[config.mk]
export PLATFORM = sky130hd
export DESIGN_NAME = conv_gap_sched
export DESIGN_NICKNAME = d
export VERILOG_FILES = /design/src/rtl/gap_pkg.sv /design/src/rtl/gap_cfg_reg.sv /design/src/rtl/gap_timer.sv /design/src/rtl/gap_group_ctr.sv /design/src/rtl/conv_gap_sched.sv
export SDC_FILE = /design/constraint.sdc
export NUM_CORES = 1
export LEC_CHECK = 0
export CAP_MARGIN = 5
export CORE_MARGIN = 10
export CORE_UTILIZATION = 54
export CTS_CLUSTER_DIAMETER = 150
export CTS_CLUSTER_SIZE = 12
export DETAILED_ROUTE_END_ITERATION = 6
export PLACE_DENSITY = 0.8
export SYNTH_ARGS = -nofsm -noshare
export SYNTH_HDL_FRONTEND = slang
export SYNTH_SLANG_ARGS = --single-unit
[constraint.sdc]
create_clock -name clk -period 2.5 [get_ports clk]
set_input_delay 0.25 -clock clk [delete_from_list [all_inputs] [get_ports clk]]
set_output_delay 0.25 -clock clk [all_outputs]
set_load 0.01 [all_outputs]
[src/rtl/gap_pkg.sv]
package gap_pkg;

    // Sequencer status encoding, visible on seq_state
    typedef enum logic [1:0] {
        ST_IDLE = 2'b00,
        ST_CONV = 2'b01,
        ST_WAIT = 2'b10
    } seq_state_e;

endpackage

[src/rtl/gap_cfg_reg.sv]
module gap_cfg_reg #(
    parameter int CODE_W     = 4,
    parameter int RESET_CODE = 2
) (
    input  logic              clk,
    input  logic              rst_n,
    input  logic              we,
    input  logic [CODE_W-1:0] wdata,
    output logic [CODE_W-1:0] code
);

    typedef struct packed {
        logic [CODE_W-1:0] code;
    } cfg_t;

    cfg_t cfg_d, cfg_q;

    always_comb begin
        cfg_d = cfg_q;
        if (we) begin
            cfg_d.code = wdata;
        end
    end

    always_ff @(posedge clk or negedge rst_n) begin
        if (!rst_n) begin
            cfg_q.code <= CODE_W'(RESET_CODE);
        end else begin
            cfg_q <= cfg_d;
        end
    end

    assign code = cfg_q.code;

endmodule

[src/rtl/gap_timer.sv]
module gap_timer #(
    parameter int CODE_W    = 4,
    parameter int UNIT_CLKS = 128
) (
    input  logic              clk,
    input  logic              rst_n,
    input  logic              clr,
    input  logic              load,
    input  logic              run,
    input  logic [CODE_W-1:0] code,
    output logic              expired
);

    localparam int TMR_W = $clog2(UNIT_CLKS << CODE_W);
    localparam logic [TMR_W-1:0] UNIT_V = TMR_W'(UNIT_CLKS);

    typedef struct packed {
        logic [TMR_W-1:0] cnt;
    } tmr_t;

    tmr_t tmr_d, tmr_q;
    logic [TMR_W-1:0] load_val;

    // Gap of (code+1) units, counted down to zero inclusive
    assign load_val = ((TMR_W'(code) + TMR_W'(1)) * UNIT_V) - TMR_W'(1);

    always_comb begin
        tmr_d = tmr_q;
        if (clr) begin
            tmr_d.cnt = '0;
        end else if (load) begin
            tmr_d.cnt = load_val;
        end else if (run && (tmr_q.cnt != '0)) begin
            tmr_d.cnt = tmr_q.cnt - TMR_W'(1);
        end
    end

    always_ff @(posedge clk or negedge rst_n) begin
        if (!rst_n) begin
            tmr_q.cnt <= '0;
        end else begin
            tmr_q <= tmr_d;
        end
    end

    assign expired = (tmr_q.cnt == '0);

endmodule

[src/rtl/gap_group_ctr.sv]
module gap_group_ctr #(
    parameter int GROUP_LEN = 4
) (
    input  logic clk,
    input  logic rst_n,
    input  logic clr,
    input  logic inc,
    output logic last
);

    localparam int GRP_W = (GROUP_LEN > 2) ? $clog2(GROUP_LEN) : 1;

    typedef struct packed {
        logic [GRP_W-1:0] cnt;
    } grp_t;

    grp_t grp_d, grp_q;

    always_comb begin
        grp_d = grp_q;
        if (clr) begin
            grp_d.cnt = '0;
        end else if (inc) begin
            grp_d.cnt = grp_q.cnt + GRP_W'(1);
        end
    end

    always_ff @(posedge clk or negedge rst_n) begin
        if (!rst_n) begin
            grp_q.cnt <= '0;
        end else begin
            grp_q <= grp_d;
        end
    end

    assign last = (grp_q.cnt == GRP_W'(GROUP_LEN - 1));

endmodule

[src/rtl/conv_gap_sched.sv]
module conv_gap_sched #(
    parameter int CODE_W     = 4,
    parameter int UNIT_CLKS  = 128,
    parameter int GROUP_LEN  = 4,
    parameter int RESET_CODE = 2
) (
    input  logic              clk,
    input  logic              rst_n,
    input  logic              en,
    input  logic              cfg_we,
    input  logic [CODE_W-1:0] cfg_wdata,
    input  logic              conv_done,
    output logic              conv_start,
    output logic [1:0]        seq_state
);

    import gap_pkg::*;

    typedef struct packed {
        seq_state_e state;
        logic       start;
    } seq_t;

    seq_t seq_d, seq_q;

    logic [CODE_W-1:0] code;
    logic tmr_clr, tmr_load, tmr_run, tmr_expired;
    logic grp_clr, grp_inc, grp_last;
    logic accept;

    gap_cfg_reg #(
        .CODE_W     (CODE_W),
        .RESET_CODE (RESET_CODE)
    ) i_cfg (
        .clk   (clk),
        .rst_n (rst_n),
        .we    (cfg_we),
        .wdata (cfg_wdata),
        .code  (code)
    );

    gap_timer #(
        .CODE_W    (CODE_W),
        .UNIT_CLKS (UNIT_CLKS)
    ) i_timer (
        .clk     (clk),
        .rst_n   (rst_n),
        .clr     (tmr_clr),
        .load    (tmr_load),
        .run     (tmr_run),
        .code    (code),
        .expired (tmr_expired)
    );

    gap_group_ctr #(
        .GROUP_LEN (GROUP_LEN)
    ) i_group (
        .clk   (clk),
        .rst_n (rst_n),
        .clr   (grp_clr),
        .inc   (grp_inc),
        .last  (grp_last)
    );

    // Acknowledge counts only while converting and not in the start cycle
    assign accept = (seq_q.state == ST_CONV) && !seq_q.start && conv_done;

    always_comb begin
        seq_d       = seq_q;
        seq_d.start = 1'b0;
        tmr_clr     = 1'b0;
        tmr_load    = 1'b0;
        tmr_run     = 1'b0;
        grp_clr     = 1'b0;
        grp_inc     = 1'b0;
        if (!en) begin
            seq_d.state = ST_IDLE;
            tmr_clr     = 1'b1;
            grp_clr     = 1'b1;
        end else begin
            unique case (seq_q.state)
                ST_IDLE: begin
                    seq_d.state = ST_CONV;
                    seq_d.start = 1'b1;
                end
                ST_CONV: begin
                    if (accept) begin
                        if (grp_last) begin
                            seq_d.state = ST_WAIT;
                            tmr_load    = 1'b1;
                            grp_clr     = 1'b1;
                        end else begin
                            grp_inc     = 1'b1;
                            seq_d.start = 1'b1;
                        end
                    end
                end
                ST_WAIT: begin
                    if (tmr_expired) begin
                        seq_d.state = ST_CONV;
                        seq_d.start = 1'b1;
                    end else begin
                        tmr_run = 1'b1;
                    end
                end
                default: begin
                    seq_d.state = ST_IDLE;
                end
            endcase
        end
    end

    always_ff @(posedge clk or negedge rst_n) begin
        if (!rst_n) begin
            seq_q.state <= ST_IDLE;
            seq_q.start <= 1'b0;
        end else begin
            seq_q <= seq_d;
        end
    end

    assign conv_start = seq_q.start;
    assign seq_state  = seq_q.state;

endmodule

* Yosys cells after proc, flatten, opt, wreduce, memory -nomap -nowiden
Cells that the tools add are included.
** Storage, ports and cells
- Word-level logic and storage cells :: 49
- Register bits after elaboration :: 20
- Output and inout bits :: 3
- Input port bits :: 9
** Cells by class
- Reduce and logical (&&, ||, !) cells :: 9
- Mux-type cells :: 24
- $add $sub $neg :: 4
- Equality and inequality tests :: 7
** Operators with widths (count)
- two-way mux 11 bit :: 3
- subtractor 11 x 1 -> 11 bit, second input constant :: 2
- two-way mux 1 bit :: 13
- zero test 11 bit :: 1
- nonzero test 11 bit :: 1
- two-way mux 2 bit :: 4
- two-way mux 3 bit :: 2
- != test 3 bit, second input constant :: 2
- one-hot mux 2 bit (3 select lines) :: 1
- adder 4 x 1 -> 4 bit, second input constant :: 1
- equality test 2 bit, second input constant :: 2
- logical AND 1 bit :: 3
- != test 3 x 1 -> 1 bit, second input constant :: 1
- != test 3 x 2 -> 1 bit, second input constant :: 1
- one-hot mux 1 bit (3 select lines) :: 1
- AND reduction 3 bit :: 1
- adder 2 x 1 -> 2 bit, second input constant :: 1
- equality test 2 x 1 -> 1 bit, second input constant :: 1
- zero test 2 bit :: 1
- nonzero test 2 bit :: 1
- zero test 1 bit :: 1

* Logic depth before layout (Yosys ltp)
- Depth in word-level cells :: 8
- Mapped depth :: 8
- Gate-level depth less buffers :: 7

* By module
From an unflattened synthesis, not the netlist that was laid out.
** Unflattened totals
- Cell total of the unflattened synthesis :: 114
- Area, all modules :: 1166.1 µm²
** Modules (own cells, without submodules)
- gap_timer :: instances 1, cells an instance 81, area each 725.7 µm², seq. area each 275.3 µm²
- conv_gap_sched :: instances 1, cells an instance 18, area each 205.2 µm², seq. area each 75.1 µm²
- gap_cfg_reg :: instances 1, cells an instance 8, area each 146.4 µm², seq. area each 101.3 µm²
- gap_group_ctr :: instances 1, cells an instance 7, area each 88.8 µm², seq. area each 50.0 µm²

* Worst setup path before layout
Ideal clock, no wire load.
- Path type :: register to register
- From :: reg i_timer.tmr_q[0] in the netlist's numbering
- To :: reg i_timer.tmr_q[6] in the netlist's numbering
- Setup slack :: 461 ps
- Arrival :: 1915 ps
- Required time :: 2376 ps
- Cell stages (with the launch flop) :: 8
- Period minus slack after synthesis :: 2039 ps
- Buffers on the path :: 1
- Library setup time :: 124 ps
- Cells stage by stage :: dfrtp_1 inv_1 ha_1 or3b_1 o41a_1 buf_6 nor3b_1 o31a_1
** Between the ends
- Word-level cells in the longest chain between the ends :: 6
- Elaborated cells between the ends (all ways) :: 11
- Classes of those cells :: 1 x add/sub; 1 x eq/ne; 6 x mux; 3 x reduce/logical
** Ends and longest elaborated chain
- start, declared :: line gap_timer.sv:21 : tmr_t tmr_d, tmr_q;
- start signal, assigned :: line gap_timer.sv:42 : tmr_q <= tmr_d;
- branches (longest 6 deep; another with subtractor 11 x 1 -> 11 bit)
Parallel ways; which one is timed is not known. The select of a mux whose other input is x is not followed.
A chain may end at the register's enable or synchronous reset.

* Worst setup path in the final report
Same ends and word-level chain as after synthesis.

==> metrics <==
status finished, final reports clean; worst slew pin tran 427 ps; layout cells sized above 1 0.114; Post-synth top cells dfrtp_1 (19), a21oi_1 (8), nand2_1 (8); Via density 5.88; Cells after Synth 110; kind of cell adding the most delay to the critical path compound AO/OA/AOI/OAI gates; Antenna Cells 0; LEAKAGE 0.558 nW; largest net degree at the start of global routing 21; fin area 1290 µm²; final cell count without fillers 150; Initial Utilization 0.568; Final period util 0.877; cts bufs inserted 3; yosys warns 0; Placed Cells 146; RePlAce Congestion 0.791; syn_nets 122; CTS max path bufs 2; mean post-synth cell area 10.1 µm²; Final Setup Violations 0; worst path cell trace inv_1 > ha_1 > or3b_1 > o41a_1 > nor3b_1 > o31a_1; CTS tree done; placed cell area 1250 µm²; post-synth top area share 0.427; Placeable Area 1960 µm²; synth top area cells dfrtp_1 (43%), xor2_1 (4.7%), mux2_2 (4.0%); main flop type after synthesis dfrtp_1; postcts setup bufs 0; IR drop worst, VDD 0.367 mV; Final Critical Period 2190 ps; area leader, netlist dfrtp_1; Total Wirelength 2190 µm; CTS hold repair buffers 0; reg-to-reg slack, setup 310 ps; MaxCap Viol Count 0; FMAX 456 MHz; Clock Sinks 20; GR Util All Layers 0.112; CTS resizes 0; type of the worst min-delay path input pin to asynchronous set/reset pin; Seq cells post-synth 20; required time worst endpoint 2700 ps; io pins 12; Final ANT Viol Nets 0; Area Overhead vs Synth 15.5%; first drt pass iteration count 4; die width 65.4 µm; worst setup path category flop to flop; slowest CP cell o41a_1; crit path capture type flop; Reg2Reg Capture Point i_timer.tmr_q[6]; die area 4280 µm²; startpoint type of the worst setup path flop; count leader, synth dfrtp_1; sum of buffers and inverters on the critical path 1; Place WS 328 ps; global-route wire length before repair 3860 µm; R2R depth 6; Skew-Pair Late Insertion Delay 300 ps; DPL Wire Length 1690 µm; Port-buffer cells 11; fin worst setup slack 308 ps; Cell Area, Synth 1110 µm²; Async SR Flop Fraction 1.00; Critical Path Stages 6; max-slew violation count 0; nets@finish 136; Final Hold Violating Endpoints 0; WL/cell 14.6 µm; Reg2Reg Launch Point i_timer.tmr_q[0]; sequential area share after synthesis 0.451; RSZ-0062 raised after global routing no; Layout Skew 1.03 ps; DIE HEIGHT 65.4 µm; Post-synth EDFFs 0; initial detailed-routing violation count 19; CTS clock-pin slew for the worst setup and hold paths 110 ps; CP peak stage delay 580 ps; vias 882; htree depth 1; Root Driver clkbuf_4; Synth cell types 40; Slew HR 0.713; critical path arrival 2390 ps; Site Rows 16; Crit Path Max Fanout 12; vias in the first global route 951; initial antenna violation count 0; grt total ovfl 0; Setup TNS 0 ps; PwrDens 476 nW/µm²; # DRC 0
==> worst max path at each step <==
stage                startpoint                to  slack, ps
3_5_place_dp   i_timer.tmr_q[0]  i_timer.tmr_q[6]        330
2_1_floorplan  i_timer.tmr_q[0]  i_timer.tmr_q[6]        460
5_1_grt        i_timer.tmr_q[0]  i_timer.tmr_q[5]        130
4_1_cts        i_timer.tmr_q[0]  i_timer.tmr_q[6]        310
3_3_place_gp   i_timer.tmr_q[0]  i_timer.tmr_q[6]        380
6_report       i_timer.tmr_q[0]  i_timer.tmr_q[6]        310
==> layout make-up <==
type,instances,area (µm²)
inverter,3,11.3
tap,27,33.8
fill,178,676
sequential,20,502
timing repair buffer,13,125
clock buffer,4,36.3
multi-input combinational,83,578
==> sequential cells by signal (all words and copies together) (netlist names) <==
| signal | count |
|---|---|
| conv_start | 1 |
| i_timer.tmr_q | 11 |
| seq_state | 2 |
| i_cfg.code | 4 |
| i_group.grp_q | 2 |
==> report_power, final <==
group / internal [mW] / leakage [nW] / switching [mW]
Combinational: 0.0435 / 0.273 / 0.0359
Sequential: 0.336 / 0.263 / 0.0122
Clock: 0.0888 / 0.0210 / 0.0965
==> cell families (layout without fill, tap and decap cells) <==
family | after synthesis | in the layout | synth area share
flops | 20 | 20 | 0.451
mux | 5 | 5 | 0.0494
fa+ha+maj | 3 | 3 | 0.0337
simple gates | 42 | 42 | 0.225
buf+inv | 7 | 20 | 0.0303
xor+xnor | 6 | 6 | 0.0472
compound gates | 27 | 27 | 0.164
==> layer usage <==
metal  track usage  share of wire
met1         0.121           0.44
met2         0.193           0.51
met3        0.0254          0.032
met4        0.0722          0.016
met5             0              0
==> per-stage QoR <==
step / utilization / hold slack, ps / total power, mW
5_1_grt: 0.656 / 279 / 0.643
6_report: 0.656 / 271 / 0.613
3_3_place_gp: 0.637 / 515 / 0.431
2_1_floorplan: - / -45.6 / 0.398
4_1_cts: 0.656 / 273 / 0.624
3_5_place_dp: 0.637 / 516 / 0.435
==> cell usage in the layout (no fill, tap or decap), types with 3 or more instances in the layout <==
| master | count |
|---|---|
| mux2_2 | 4 |
| o21a_1 | 4 |
| xor2_1 | 6 |
| clkdlybuf4s50_1 | 11 |
| o21ai_0 | 3 |
| nand3b_1 | 3 |
| nand3_1 | 4 |
| inv_1 | 3 |
| dfrtp_1 | 19 |
| clkbuf_4 | 3 |
| ha_1 | 3 |
| a21oi_1 | 8 |
| nor2_1 | 5 |
| nand2_1 | 8 |
(Power assumes the default switching activity.)
